## src/rtl/fwl_pkg.sv

```systemverilog
package fwl_pkg;

   typedef enum logic [3:0] {
      ERR_NONE    = 4'd0,
      ERR_BUSY    = 4'd1,
      ERR_MAGIC   = 4'd2,
      ERR_SIZE    = 4'd3,
      ERR_ENGINE  = 4'd4,
      ERR_DEVICE  = 4'd5,
      ERR_NO_EOF  = 4'd6,
      ERR_OFFSET  = 4'd7,
      ERR_TYPE    = 4'd8,
      ERR_LIMIT   = 4'd9,
      ERR_OVERRUN = 4'd10
   } fwl_err_e;

   typedef enum logic [3:0] {
      ST_IDLE,
      ST_MAGIC,
      ST_IDW,
      ST_SIZE,
      ST_SCAN,
      ST_BTYPE,
      ST_BOFF,
      ST_BDST,
      ST_BCNT,
      ST_BDATA,
      ST_FIN
   } fwl_state_e;

   localparam logic [31:0] TYPE_INSTR = 32'h0;
   localparam logic [31:0] TYPE_DATA  = 32'h1;
   localparam logic [31:0] TYPE_END   = 32'hF;

   function automatic logic [31:0] bswap32(input logic [31:0] w);
      return {w[7:0], w[15:8], w[23:16], w[31:24]};
   endfunction

endpackage

```

## src/rtl/fwl_fetch.sv

```systemverilog
// Read-data stage: marks the cycle the image RAM data is valid and
// reverses the byte order when the image was stored swapped.
module fwl_fetch
   import fwl_pkg::*;
#(
   parameter bit SWAP_EN = 1'b1
) (
   input  logic        clk,
   input  logic        rst_n,
   input  logic        rd_req,
   input  logic        swap_i,
   input  logic [31:0] img_rdata,
   output logic        fvalid,
   output logic [31:0] fword
);

   always_ff @(posedge clk or negedge rst_n) begin
      if (!rst_n) fvalid <= 1'b0;
      else        fvalid <= rd_req;
   end

   generate
      if (SWAP_EN) begin : g_swap
         assign fword = swap_i ? bswap32(img_rdata) : img_rdata;
      end else begin : g_noswap
         logic unused_swap;
         assign unused_swap = swap_i;
         assign fword = img_rdata;
      end
   endgenerate

endmodule

```

## src/rtl/fwl_bounds.sv

```systemverilog
// Range checks on raw 32-bit table and code-block fields, done in
// wide arithmetic so that no field wraps before it is compared.
module fwl_bounds #(
   parameter int LEN_W = 16,
   parameter int LIM_W = 14
) (
   input  logic [31:0]      off_i,
   input  logic [LEN_W-1:0] size_i,
   input  logic [LEN_W-1:0] nblk_i,
   input  logic [31:0]      dst_i,
   input  logic [31:0]      cnt_i,
   input  logic [LIM_W-1:0] lim_i,
   output logic             off_bad,
   output logic             limit_bad,
   output logic             overrun_bad
);

   localparam int XW = 34;

   logic [XW-1:0] off_x, size_x, tend_x, dst_x, cnt_x, lim_x;

   always_comb begin
      off_x  = XW'(off_i);
      size_x = XW'(size_i);
      tend_x = (XW'(nblk_i) << 1) + XW'(1);
      dst_x  = XW'(dst_i);
      cnt_x  = XW'(cnt_i);
      lim_x  = XW'(lim_i);
      off_bad     = ((off_x + XW'(2)) > size_x) || (off_x < tend_x);
      limit_bad   = (dst_x + cnt_x) > lim_x;
      overrun_bad = (off_x + XW'(2) + cnt_x) > size_x;
   end

endmodule

```

## src/rtl/fwl_cmd_out.sv

```systemverilog
// Registered write-command port.
module fwl_cmd_out #(
   parameter int         MAW     = 13,
   parameter logic [7:0] OP_IMEM = 8'h11,
   parameter logic [7:0] OP_DMEM = 8'h13
) (
   input  logic           clk,
   input  logic           rst_n,
   input  logic           emit,
   input  logic           is_instr,
   input  logic [MAW-1:0] addr_i,
   input  logic [31:0]    data_i,
   output logic           cmd_valid,
   output logic [7:0]     cmd_op,
   output logic [MAW-1:0] cmd_addr,
   output logic [31:0]    cmd_data
);

   always_ff @(posedge clk or negedge rst_n) begin
      if (!rst_n) begin
         cmd_valid <= 1'b0;
         cmd_op    <= '0;
         cmd_addr  <= '0;
         cmd_data  <= '0;
      end else begin
         cmd_valid <= emit;
         if (emit) begin
            cmd_op   <= is_instr ? OP_IMEM : OP_DMEM;
            cmd_addr <= addr_i;
            cmd_data <= data_i;
         end
      end
   end

   AST_OP_LEGAL: assert property (@(posedge clk) disable iff (!rst_n)
      cmd_valid |-> (cmd_op == OP_IMEM || cmd_op == OP_DMEM));

endmodule

```

## src/rtl/fw_image_loader.sv

```systemverilog
module fw_image_loader
   import fwl_pkg::*;
#(
   parameter int          LEN_W   = 16,
   parameter int          MAW     = 13,
   parameter logic [31:0] MAGIC   = 32'hFEEDF00D,
   parameter bit          SWAP_EN = 1'b1,
   parameter logic [7:0]  OP_IMEM = 8'h11,
   parameter logic [7:0]  OP_DMEM = 8'h13
) (
   input  logic             clk,
   input  logic             rst_n,
   input  logic             start,
   input  logic [LEN_W-1:0] img_len,
   input  logic [3:0]       engine_id,
   input  logic             legacy_mode,
   input  logic             engine_busy,
   input  logic [MAW:0]     imem_limit,
   input  logic [MAW:0]     dmem_limit,
   output logic             img_rd_en,
   output logic [LEN_W-1:0] img_addr,
   input  logic [31:0]      img_rdata,
   output logic             busy,
   output logic             done,
   output logic [3:0]       err_code,
   output logic             cmd_valid,
   output logic [7:0]       cmd_op,
   output logic [MAW-1:0]   cmd_addr,
   output logic [31:0]      cmd_data
);

   localparam int LIM_W = MAW + 1;

   initial begin : g_param_chk
      assert (LEN_W >= 4 && LEN_W <= 30) else $fatal(1, "LEN_W out of range");
      assert (MAW >= 2 && MAW <= 30) else $fatal(1, "MAW out of range");
      assert (OP_IMEM != OP_DMEM) else $fatal(1, "opcodes must differ");
   end

   fwl_state_e       st, adv_st;
   fwl_err_e         err_q;
   logic             done_q, swap_q, wr_pass, adv_wr;
   logic             instr_q, tok_q;
   logic [7:0]       idtop_q;
   logic [LEN_W-1:0] size_q, nblk_q, idx_q, adv_idx, off_q, cnt_q, beat_q;
   logic [31:0]      dst_q;
   logic [LEN_W-1:0] addr_c;
   logic [LEN_W:0]   scan_next2;
   logic             last_blk, rd_req, fvalid, emit;
   logic [31:0]      fword, bnd_off;
   logic [LIM_W-1:0] bnd_lim;
   logic             off_bad, limit_bad, overrun_bad;

   // ---------------- read path ----------------
   assign rd_req    = (st != ST_IDLE) && (st != ST_FIN) && !fvalid;
   assign img_rd_en = rd_req;
   assign img_addr  = addr_c;

   always_comb begin
      case (st)
         ST_IDW:            addr_c = LEN_W'(1);
         ST_SIZE:           addr_c = LEN_W'(2);
         ST_SCAN, ST_BTYPE: addr_c = LEN_W'(3) + (idx_q << 1);
         ST_BOFF:           addr_c = LEN_W'(4) + (idx_q << 1);
         ST_BDST:           addr_c = LEN_W'(3) + off_q;
         ST_BCNT:           addr_c = LEN_W'(4) + off_q;
         ST_BDATA:          addr_c = LEN_W'(5) + off_q + beat_q;
         default:           addr_c = '0;
      endcase
   end

   fwl_fetch #(.SWAP_EN(SWAP_EN)) u_fetch (
      .clk       (clk),
      .rst_n     (rst_n),
      .rd_req    (rd_req),
      .swap_i    (swap_q),
      .img_rdata (img_rdata),
      .fvalid    (fvalid),
      .fword     (fword)
   );

   // ---------------- range checks ----------------
   assign bnd_off = (st == ST_BOFF) ? fword : 32'(off_q);
   assign bnd_lim = instr_q ? imem_limit : dmem_limit;

   fwl_bounds #(.LEN_W(LEN_W), .LIM_W(LIM_W)) u_bounds (
      .off_i       (bnd_off),
      .size_i      (size_q),
      .nblk_i      (nblk_q),
      .dst_i       (dst_q),
      .cnt_i       (fword),
      .lim_i       (bnd_lim),
      .off_bad     (off_bad),
      .limit_bad   (limit_bad),
      .overrun_bad (overrun_bad)
   );

   // ---------------- sequencing helpers ----------------
   assign scan_next2 = ({1'b0, idx_q} + (LEN_W+1)'(1)) << 1;
   assign last_blk   = ({1'b0, idx_q} + (LEN_W+1)'(1)) == {1'b0, nblk_q};

   always_comb begin
      adv_st  = ST_BTYPE;
      adv_idx = idx_q + LEN_W'(1);
      adv_wr  = wr_pass;
      if (last_blk) begin
         adv_idx = '0;
         if (wr_pass) adv_st = ST_FIN;
         else         adv_wr = 1'b1;
      end
   end

   assign emit = (st == ST_BDATA) && fvalid;

   // ---------------- control ----------------
   always_ff @(posedge clk or negedge rst_n) begin
      if (!rst_n) begin
         st      <= ST_IDLE;
         err_q   <= ERR_NONE;
         done_q  <= 1'b0;
         swap_q  <= 1'b0;
         wr_pass <= 1'b0;
         instr_q <= 1'b0;
         tok_q   <= 1'b0;
         idtop_q <= '0;
         size_q  <= '0;
         nblk_q  <= '0;
         idx_q   <= '0;
         off_q   <= '0;
         cnt_q   <= '0;
         beat_q  <= '0;
         dst_q   <= '0;
      end else begin
         done_q <= 1'b0;
         case (st)
            ST_IDLE: begin
               if (start) begin
                  err_q   <= ERR_NONE;
                  swap_q  <= 1'b0;
                  wr_pass <= 1'b0;
                  idx_q   <= '0;
                  if (engine_busy) begin
                     err_q  <= ERR_BUSY;
                     done_q <= 1'b1;
                  end else begin
                     st <= ST_MAGIC;
                  end
               end
            end
            ST_MAGIC: if (fvalid) begin
               if (fword == MAGIC) begin
                  st <= ST_IDW;
               end else if (SWAP_EN && fword == bswap32(MAGIC)) begin
                  swap_q <= 1'b1;
                  st     <= ST_IDW;
               end else begin
                  err_q <= ERR_MAGIC;
                  st    <= ST_FIN;
               end
            end
            ST_IDW: if (fvalid) begin
               idtop_q <= fword[31:24];
               st      <= ST_SIZE;
            end
            ST_SIZE: if (fvalid) begin
               if ((34'(fword) + 34'd3) != 34'(img_len)) begin
                  err_q <= ERR_SIZE;
                  st    <= ST_FIN;
               end else if (idtop_q[3:0] != engine_id) begin
                  err_q <= ERR_ENGINE;
                  st    <= ST_FIN;
               end else if (legacy_mode && idtop_q[7:4] != 4'd0) begin
                  err_q <= ERR_DEVICE;
                  st    <= ST_FIN;
               end else if (fword == 32'd0) begin
                  err_q <= ERR_NO_EOF;
                  st    <= ST_FIN;
               end else begin
                  size_q <= fword[LEN_W-1:0];
                  idx_q  <= '0;
                  st     <= ST_SCAN;
               end
            end
            ST_SCAN: if (fvalid) begin
               if (fword == TYPE_END) begin
                  nblk_q <= idx_q;
                  idx_q  <= '0;
                  st     <= (idx_q == '0) ? ST_FIN : ST_BTYPE;
               end else if (scan_next2 >= {1'b0, size_q}) begin
                  err_q <= ERR_NO_EOF;
                  st    <= ST_FIN;
               end else begin
                  idx_q <= idx_q + LEN_W'(1);
               end
            end
            ST_BTYPE: if (fvalid) begin
               instr_q <= (fword == TYPE_INSTR);
               tok_q   <= (fword == TYPE_INSTR) || (fword == TYPE_DATA);
               st      <= ST_BOFF;
            end
            ST_BOFF: if (fvalid) begin
               if (off_bad) begin
                  err_q <= ERR_OFFSET;
                  st    <= ST_FIN;
               end else if (!tok_q) begin
                  err_q <= ERR_TYPE;
                  st    <= ST_FIN;
               end else begin
                  off_q <= fword[LEN_W-1:0];
                  st    <= ST_BDST;
               end
            end
            ST_BDST: if (fvalid) begin
               dst_q <= fword;
               st    <= ST_BCNT;
            end
            ST_BCNT: if (fvalid) begin
               if (limit_bad) begin
                  err_q <= ERR_LIMIT;
                  st    <= ST_FIN;
               end else if (overrun_bad) begin
                  err_q <= ERR_OVERRUN;
                  st    <= ST_FIN;
               end else begin
                  cnt_q  <= fword[LEN_W-1:0];
                  beat_q <= '0;
                  if (wr_pass && fword != 32'd0) begin
                     st <= ST_BDATA;
                  end else begin
                     st      <= adv_st;
                     idx_q   <= adv_idx;
                     wr_pass <= adv_wr;
                  end
               end
            end
            ST_BDATA: if (fvalid) begin
               beat_q <= beat_q + LEN_W'(1);
               if ((beat_q + LEN_W'(1)) == cnt_q) begin
                  st      <= adv_st;
                  idx_q   <= adv_idx;
                  wr_pass <= adv_wr;
               end
            end
            ST_FIN: begin
               done_q <= 1'b1;
               st     <= ST_IDLE;
            end
            default: st <= ST_IDLE;
         endcase
      end
   end

   fwl_cmd_out #(.MAW(MAW), .OP_IMEM(OP_IMEM), .OP_DMEM(OP_DMEM)) u_cmd (
      .clk       (clk),
      .rst_n     (rst_n),
      .emit      (emit),
      .is_instr  (instr_q),
      .addr_i    (dst_q[MAW-1:0] + MAW'(beat_q)),
      .data_i    (fword),
      .cmd_valid (cmd_valid),
      .cmd_op    (cmd_op),
      .cmd_addr  (cmd_addr),
      .cmd_data  (cmd_data)
   );

   assign busy     = (st != ST_IDLE);
   assign done     = done_q;
   assign err_code = err_q;

   // ---------------- assertions ----------------
   AST_CMD_NO_ERR: assert property (@(posedge clk) disable iff (!rst_n)
      cmd_valid |-> (err_code == 4'd0));

   AST_CMD_IN_LIMIT: assert property (@(posedge clk) disable iff (!rst_n)
      cmd_valid |-> ({1'b0, cmd_addr} < ((cmd_op == OP_IMEM) ? imem_limit : dmem_limit)));

   AST_DONE_PULSE: assert property (@(posedge clk) disable iff (!rst_n)
      done |=> !done);

   AST_DONE_IDLE: assert property (@(posedge clk) disable iff (!rst_n)
      done |-> !busy);

   AST_ERR_HOLD: assert property (@(posedge clk) disable iff (!rst_n)
      (!busy && !start) |=> $stable(err_code));

endmodule

```

## config.mk

```make
export PLATFORM = sky130hd
export DESIGN_NAME = fw_image_loader
export DESIGN_NICKNAME = d
export VERILOG_FILES = /design/src/rtl/fwl_pkg.sv /design/src/rtl/fwl_fetch.sv /design/src/rtl/fwl_bounds.sv /design/src/rtl/fwl_cmd_out.sv /design/src/rtl/fw_image_loader.sv
export SDC_FILE = /design/constraint.sdc
export NUM_CORES = 1
export LEC_CHECK = 0
export BUFFER_PORTS_ARGS = -buffer_cell sky130_fd_sc_hd__buf_2
export CAP_MARGIN = 10
export CORE_UTILIZATION = 25
export DETAILED_ROUTE_END_ITERATION = 10
export GPL_ROUTABILITY_DRIVEN = 0
export HOLD_SLACK_MARGIN = 0.08
export PLACE_DENSITY = 0.47
export RECOVER_POWER = 100
export SLEW_MARGIN = 20
export SYNTH_ARGS = -nofsm -noshare
export SYNTH_HDL_FRONTEND = slang
export SYNTH_SLANG_ARGS = --single-unit
```

## constraint.sdc

```tcl
create_clock -name clk -period 21.9 [get_ports clk]
set_input_delay 3.285 -clock clk [delete_from_list [all_inputs] [get_ports clk]]
set_output_delay 3.285 -clock clk [all_outputs]
set_load 0.01 [all_outputs]
```

==> results of run 1 <==
[flip-flops by register name, summed over array words and instances, names as in the netlist]
name and flops:
tok_q 1, u_cmd.cmd_valid 1, st 4, u_fetch.fvalid 1, idtop_q 8, wr_pass 1, beat_q 16, size_q 16
instr_q 1, dst_q 32, err_code 4, u_cmd.cmd_op 2, u_cmd.cmd_data 32, off_q 16, nblk_q 16, cnt_q 16
swap_q 1, done 1, u_cmd.cmd_addr 13, idx_q 16
[worst max-delay path by stage]
stage,cells past startpoint,slack [ns],endpoint
2_1_floorplan,29,13.00,idx_q[8]$_DFFE_PN0P_
4_1_cts,25,11.51,idx_q[3]$_DFFE_PN0P_
6_report,22,10.19,off_q[0]$_DFFE_PN0P_
3_3_place_gp,25,11.19,idx_q[8]$_DFFE_PN0P_
5_1_grt,22,9.68,off_q[0]$_DFFE_PN0P_
3_5_place_dp,25,11.00,idx_q[7]$_DFFE_PN0P_
[layout make-up]
type,count,share of cell area
multi-input cells,2221,0.6373
flip-flops and latches,198,0.2158
well taps,1070,0.05826
repair buffers,208,0.04133
inverters,135,0.02205
clock buffers,18,0.01911
clock inverters,13,0.005935
diodes,2,0.0002178
[metrics by stage]
step / hold WS [ns] / utilization / instances
after global placement: 0.4610 / 0.2755 / 3831
after global routing: 0.5053 / 0.2789 / 3864
after floorplan: 0.4498 / - / 2707
after detailed placement: 0.4579 / 0.2755 / 3831
final: 0.4724 / 0.2790 / 3865
after CTS: 0.4759 / 0.2825 / 3862
[synthesized netlist by cell type, types with 20 or more instances]
| cell | number | area share |
|---|---|---|
| nor2_1 | 262 | 0.047 |
| a211oi_1 | 23 | 0.0083 |
| inv_1 | 130 | 0.023 |
| nand2_1 | 273 | 0.049 |
| o21a_1 | 20 | 0.0072 |
| clkbuf_1 | 97 | 0.017 |
| nand4_1 | 58 | 0.017 |
| o21ai_0 | 217 | 0.052 |
| nand3_1 | 107 | 0.026 |
| nand2b_1 | 26 | 0.0078 |
| nor2b_1 | 21 | 0.0063 |
| o31ai_1 | 28 | 0.010 |
| dfrtp_1 | 198 | 0.24 |
| xnor2_1 | 143 | 0.060 |
| a21oi_1 | 239 | 0.057 |
| ha_1 | 193 | 0.12 |
| xor2_1 | 60 | 0.025 |
| buf_2 | 27 | 0.0065 |
| a21o_1 | 31 | 0.011 |
| a31oi_1 | 22 | 0.0066 |
| nor4_1 | 26 | 0.0078 |
| and3_1 | 25 | 0.0075 |
| nor3_1 | 65 | 0.016 |
| mux2i_1 | 59 | 0.028 |
| mux2_2 | 21 | 0.011 |
| o211ai_1 | 29 | 0.010 |
[worst max-delay path: stages]
cell       delay, ns
clkbuf_1        0.21
mux2_1          0.53
inv_1           0.37
a21oi_1         0.43
ha_1            0.42
a21boi_0        0.47
a31oi_1         0.29
a211oi_1        0.30
xor2_1          0.30
ha_1            0.30
a21oi_1         0.13
nor2_1          0.06
a2111oi_0       0.38
o22ai_1         0.17
o31ai_1         0.45
nand3_1         0.17
nor4b_1         1.24
nand2_2         0.21
nor3_1          1.50
clkbuf_1        0.56
nand2_1         0.14
o21ai_0         0.15
[per-layer routing]
metal	up-vias	routed length [um]	share of wire	GRT usage
met1	10030	41730	0.47	0.2974
li1	9932	-	-	-
met4	20	2740	0.031	0.06943
met5	-	122	0.0014	0
met2	863	37140	0.42	0.3015
met3	145	6612	0.075	0.03954
[cell families (layout without fill, tap and decap cells)]
| family | after synthesis | in the layout | synth area share |
|---|---|---|---|
| adders and majority gates | 197 | 197 | 0.1196 |
| muxes | 90 | 90 | 0.04740 |
| xor gates and xnor gates | 203 | 203 | 0.08526 |
| buffers and inverters | 288 | 374 | 0.05904 |
| and+or+nand+nor | 950 | 950 | 0.2190 |
| other | 1 | 7 | 0.0001798 |
| DFF | 198 | 198 | 0.2376 |
| AOI/OAI and AO/OA | 776 | 776 | 0.2319 |
[power groups by stage]
stage / Combinational (mW) / Sequential (mW) / Clock (mW)
after CTS: 1.37 / 0.589 / 0.331
after global routing: 1.51 / 0.604 / 0.343
after detailed placement: 1.37 / 0.597 / 0
after floorplan: 0.953 / 0.540 / 0
final: 1.35 / 0.592 / 0.320
after global placement: 1.37 / 0.597 / 0
==> results.md, run 1 <==
* Status: finished, violations left
* Failing checks: capacitance limit, slew limit
* CTS tree: yes
* Reg2reg start: swap_q$_DFFE_PN0P_
* Setup crit start kind: input pin
* Cell Area, Placed at 22690 um2
* Clock Latency Late Sink at 0.50 ns
* CTS clock-pin slew for the worst setup and hold paths at 0.08 ns
* DR vias at 20990
* Slew Limit Fails at 353
* Die Area at 84570 um2
* Global-route wire length before repair at 130.3 mm
* Syn Std Cell Area at 20850 um2
* Router iterations before antenna repair at 6
* Setup repair bufs after CTS at 0
* Int Power at 1.124 mW
* Setup_tns at 0 ns
* Most frequent cells in the layout: nand2_1, nor2_1, a21oi_1
* HP Class: flip-flop to flip-flop
* Final setup fails at 0
* Seq. cell area at 4959 um2
* Sw Share at 0.5041
* Sequential area share after synthesis at 0.2376
* Min-delay src: u_cmd.cmd_addr[0]$_DFFE_PN0P_
* Clock share of power at 0.141
* Power per cell area at 98.64 nW/um2
* Number of synthesized flops with an enable pin at 0
* Vias per inst at 5.431
* TritonCTS Sinks at 198
* Final Hold Vio Count at 0
* Lkg Pwr at 9.264 nW
* Hold buffer count at cts at 0
* Area of the multi-input gates at 14640 um2
* Power Total at 2.266 mW
* Worst setup startpoint: img_rdata[1]
* Period utilisation layout at 0.5349
* Worst Reg-to-Reg Cells at 24
* Fin Clk Skew at 0.02189 ns
* Gr ovfl total at 0
* Starting Density at 0.2532
* Unique masters post-synth at 104
* Max H-tree Level at 4
* DRC viols at 0
* Post-route minimum period at 11.71 ns
* Worst hold endpoint: u_cmd.cmd_addr[0]$_DFFE_PN0P_
* Slew Limit Headroom at -1.737
* Max frequency at 0.08536 GHz
* Data arrival time of the critical path at 12.10 ns
* Worst R2R Setup Slack at 12.04 ns
* Max Cap Viol at 8
* Die width at 290.8 um
* Worst r2r dst: off_q[0]$_DFFE_PN0P_
* Area grow syn2layout at 10.19%
* Antenna Nets Post-Route at 0
* Finished Cell Area at 22980 um2
* Psw at 1.142 mW
* Largest net degree at the start of global routing at 76
* Share of layout cells above drive strength 1 at 0.06660
* Max FO, Critical Path at 20
* Ys async rst share at 1.000
* Crit end category: flip-flop
* Final net count at 3063
* Most common cell after layout, fill and taps aside: nand2_1
* Worst EP required at 22.29 ns
* WS Path Type: input pin to flip-flop
* Comb power frac at 0.597
* Area of the core at 82370 um2
* IO Count at 162
* Worst-Margin Slew at 4.106 ns
* Std-Cell Rows at 105
* Yosys Warn Count at 0
* Routed len/inst at 22.86 um
* Routed wire length at 88.35 mm
* Vias in the first global route at 19529
* Clock Path Buffers at 2
* Maximum VDD drop at 61.87 uV
* PortBufs at 156
* Iter 0 DRT Violations at 2136
* Root Driver: clkbuf_16
* Layout fillers at 9076
* Syn Inst Count at 2703
* Seq pwr share at 0.261
* Post-CTS Resized at 0
* Num CTS Buffers at 17
* Initial antenna violation count at 13
* Hold path cells at 2
* Die height at 290.8 um
* Setup ws final at 10.19 ns
* Register bit total from synthesis at 198
* RSZ-0062 raised after global routing: false
* Avg Cell Area, Syn at 7.715 um2
* Dpl hpwl at 70.13 mm
* Pre-CTS setup slack at 11.00 ns
* Dominant synthesized flop cell: dfrtp_1
* Total track usage at 0.2056
No activity file was read; power rests on OpenSTA's default activity.
==> run 2, diff against run 1 <==
clock period = 11.3 ns   (was 21.9 ns; I/O delays follow)
==> run 2 against run 1 <==
The run still ends with capacitance limit, slew limit left. First-iteration DRC count decreased by 6.6%. Sequential cell count unchanged. Final cell count increased by 0.16%. Worst hold slack improved by 0.0083 ns. Sequential share of layout area decreased by 0.17 points. Critical path depth increased by 5. Cell area increased by 0.73%. Sequential power increased by 94%. Largest power group unchanged. Setup slack got worse by 8.4 ns. Non-clock buffer count increased by 6. Highest routed layer unchanged. Clock skew about the same.
==> results.md, run 2 (same netlist as run 1, synthesis figures left out) <==
* Status: finished, violations left
* Failing checks: capacitance limit, slew limit
* Fin util at 0.2810 (+0.002035)
* WS Path Type: flip-flop to flip-flop
* Num CTS Buffers at 17 (unchanged)
* Worst EP required at 11.71 ns (-10.58 ns)
* DRC viols at 0 (unchanged)
* Routed len/inst at 23.21 um (+1.6%)
* Lkg Pwr at 9.425 nW (+1.7%)
* Starting Density at 0.2532 (unchanged)
* Fin Clk Skew at 0.02158 ns (-0.0003139 ns)
* Most common cell after layout, fill and taps aside: nand2_1
* Crit end category: flip-flop
* Worst hold endpoint: u_cmd.cmd_addr[7]$_DFFE_PN0P_
* CTS clock-pin slew for the worst setup and hold paths at 0.09 ns (about the same)
* Area of the core at 82370 um2 (unchanged)
* IO Count at 162 (unchanged)
* Iter 0 DRT Violations at 1994 (-6.6%)
* Max frequency at 0.1048 GHz
* RSZ-0062 raised after global routing: false
* Data arrival time of the critical path at 9.96 ns (-2.14 ns)
* Reg2reg start: swap_q$_DFFE_PN0P_
* Final Hold Vio Count at 0 (unchanged)
* Finished Cell Area at 23150 um2 (+0.73%)
* Worst-Margin Slew at 4.261 ns (+0.1550 ns)
* Post-CTS Resized at 0 (unchanged)
* Setup_tns at 0 ns (unchanged)
* PortBufs at 156 (unchanged)
* Die width at 290.8 um (unchanged)
* Final net count at 3069 (+0.20%)
* CTS tree: yes
* Slew Limit Headroom at -1.841 (-0.1034)
* Die Area at 84570 um2 (unchanged)
* Top flop regs: dst_q x32, u_cmd.cmd_data x32
* Initial antenna violation count at 5 (-8)
* Gr ovfl total at 0 (unchanged)
* Hold path cells at 2 (unchanged)
* Share of layout cells above drive strength 1 at 0.08214 (+0.01555)
* Clock Path Buffers at 2 (unchanged)
* Max Cap Viol at 8 (unchanged)
* Dpl hpwl at 71.14 mm (+1.4%)
* Power per cell area at 192.5 nW/um2 (+95%)
* Worst Reg-to-Reg Cells at 27 (+13%)
* Final setup fails at 0 (unchanged)
* Total track usage at 0.2073 (+0.001717)
* Period utilisation layout at 0.8445
* Worst r2r dst: st[0]$_DFFE_PN0P_
* Min-delay src: u_cmd.cmd_addr[7]$_DFFE_PN0P_
* Routed wire length at 89.86 mm (+1.7%)
* TritonCTS Sinks at 198 (unchanged)
* DR vias at 20894 (-0.46%)
* Cell Area, Placed at 22740 um2 (+0.22%)
* Root Driver: clkbuf_16
* Setup crit start kind: flip-flop
* Most frequent cells in the layout: nand2_1, nor2_1, a21oi_1
* Antenna Nets Post-Route at 0 (unchanged)
* Clock Latency Late Sink at 0.50 ns (about the same)
* HP Class: flip-flop to flip-flop
* Die height at 290.8 um (unchanged)
* Std-Cell Rows at 105 (unchanged)
* Max H-tree Level at 4 (unchanged)
* Max FO, Critical Path at 47 (+140%)
* Post-route minimum period at 9.543 ns
* Vias in the first global route at 19529 (unchanged)
* Worst R2R Setup Slack at 1.76 ns (-10.28 ns)
* Largest net degree at the start of global routing at 76 (unchanged)
* Slew Limit Fails at 443 (+25%)
* Setup repair bufs after CTS at 0 (unchanged)
* Router iterations before antenna repair at 8 (+2)
* Global-route wire length before repair at 131.6 mm (+0.96%)
* Vias per inst at 5.398 (-0.61%)
* Maximum VDD drop at 116.1 uV (+88%)
* Area grow syn2layout at 10.99%
* Hold buffer count at cts at 0 (unchanged)
run 2: cell types whose count changed in the layout (fill, tap and decap cells not counted), moves of 3 or more:
cell and change:
buf_4 +25, buf_2 +13, mux2i_1 -4, clkbuf_1 -31, mux2i_2 +3, inv_6 +3
run 2: worst max-delay path by stage:
stage	cells after the start	startpoint	end	slack, ns
floorplan	29	img_rdata[26]	idx_q[8]$_DFFE_PN0P_	3.99
global placement	25	img_rdata[1]	st[0]$_DFFE_PN0P_	2.66
detailed placement	25	img_rdata[1]	st[0]$_DFFE_PN0P_	2.43
CTS	27	swap_q$_DFFE_PN0P_	st[0]$_DFFE_PN0P_	2.91
global route	24	swap_q$_DFFE_PN0P_	off_q[13]$_DFFE_PN0P_	1.20
finish	27	swap_q$_DFFE_PN0P_	st[0]$_DFFE_PN0P_	1.76
run 2: layer usage:
layer / vias up / global-route usage / routed length (um)
met1: 10070 / 0.3010 / 43360
met2: 764 / 0.3097 / 38070
met4: 8 / 0.06207 / 2543
met3: 121 / 0.03533 / 5854
li1: 9931 / - / -
met5: - / 0 / 44
run 2: layout make-up:
class	instances	area (um2)
Clock inverter	13	131.4
Fill cell	9037	59230
Sequential cell	198	4955
Timing Repair Buffer	214	1082
Clock buffer	19	442.9
Tap cell	1070	1339
Multi-Input combinational cell	2221	14690
Antenna cell	1	2.502
Inverter	135	506.7
run 2: power breakdown:
part	internal, mW	leakage (nW)	switching (mW)
sequential	0.885	2.40	0.267
clock	0.299	0.281	0.329
combinational	1.02	6.75	1.66
run 2: per-stage QoR:
step	hold slack (ns)	setup slack [ns]	instances	total power [mW]
after global placement	0.4581	2.662	3837	3.835
after global routing	0.5106	1.201	3871	4.781
after detailed placement	0.4662	2.430	3837	3.827
final	0.4807	1.757	3871	4.456
after floorplan	0.4498	3.994	2707	2.893
after CTS	0.4834	2.909	3869	4.475
run 2: worst max-delay path, cell delays in order, from the launching register on:
cell and delay, ns:
dfrtp_1 1.68, buf_4 0.67, mux2i_1 0.14, buf_4 0.22, inv_1 0.16, nand2_1 0.07, o21ai_0 0.19, ha_1 0.39
a21boi_0 0.34, a31oi_1 0.23, a211oi_1 0.28, xor2_1 0.16, ha_1 0.52, nand4_1 0.16, or3_1 0.33, o21ai_1 0.42
xor2_1 0.21, ha_1 0.28, a211oi_1 0.22, nand2_1 0.07, o21ai_0 0.18, o2111ai_1 0.13, a211oi_1 0.22, nand4_1 0.30
nor3_1 0.33, nand3_1 0.78, or2_2 0.60, o211ai_1 0.10
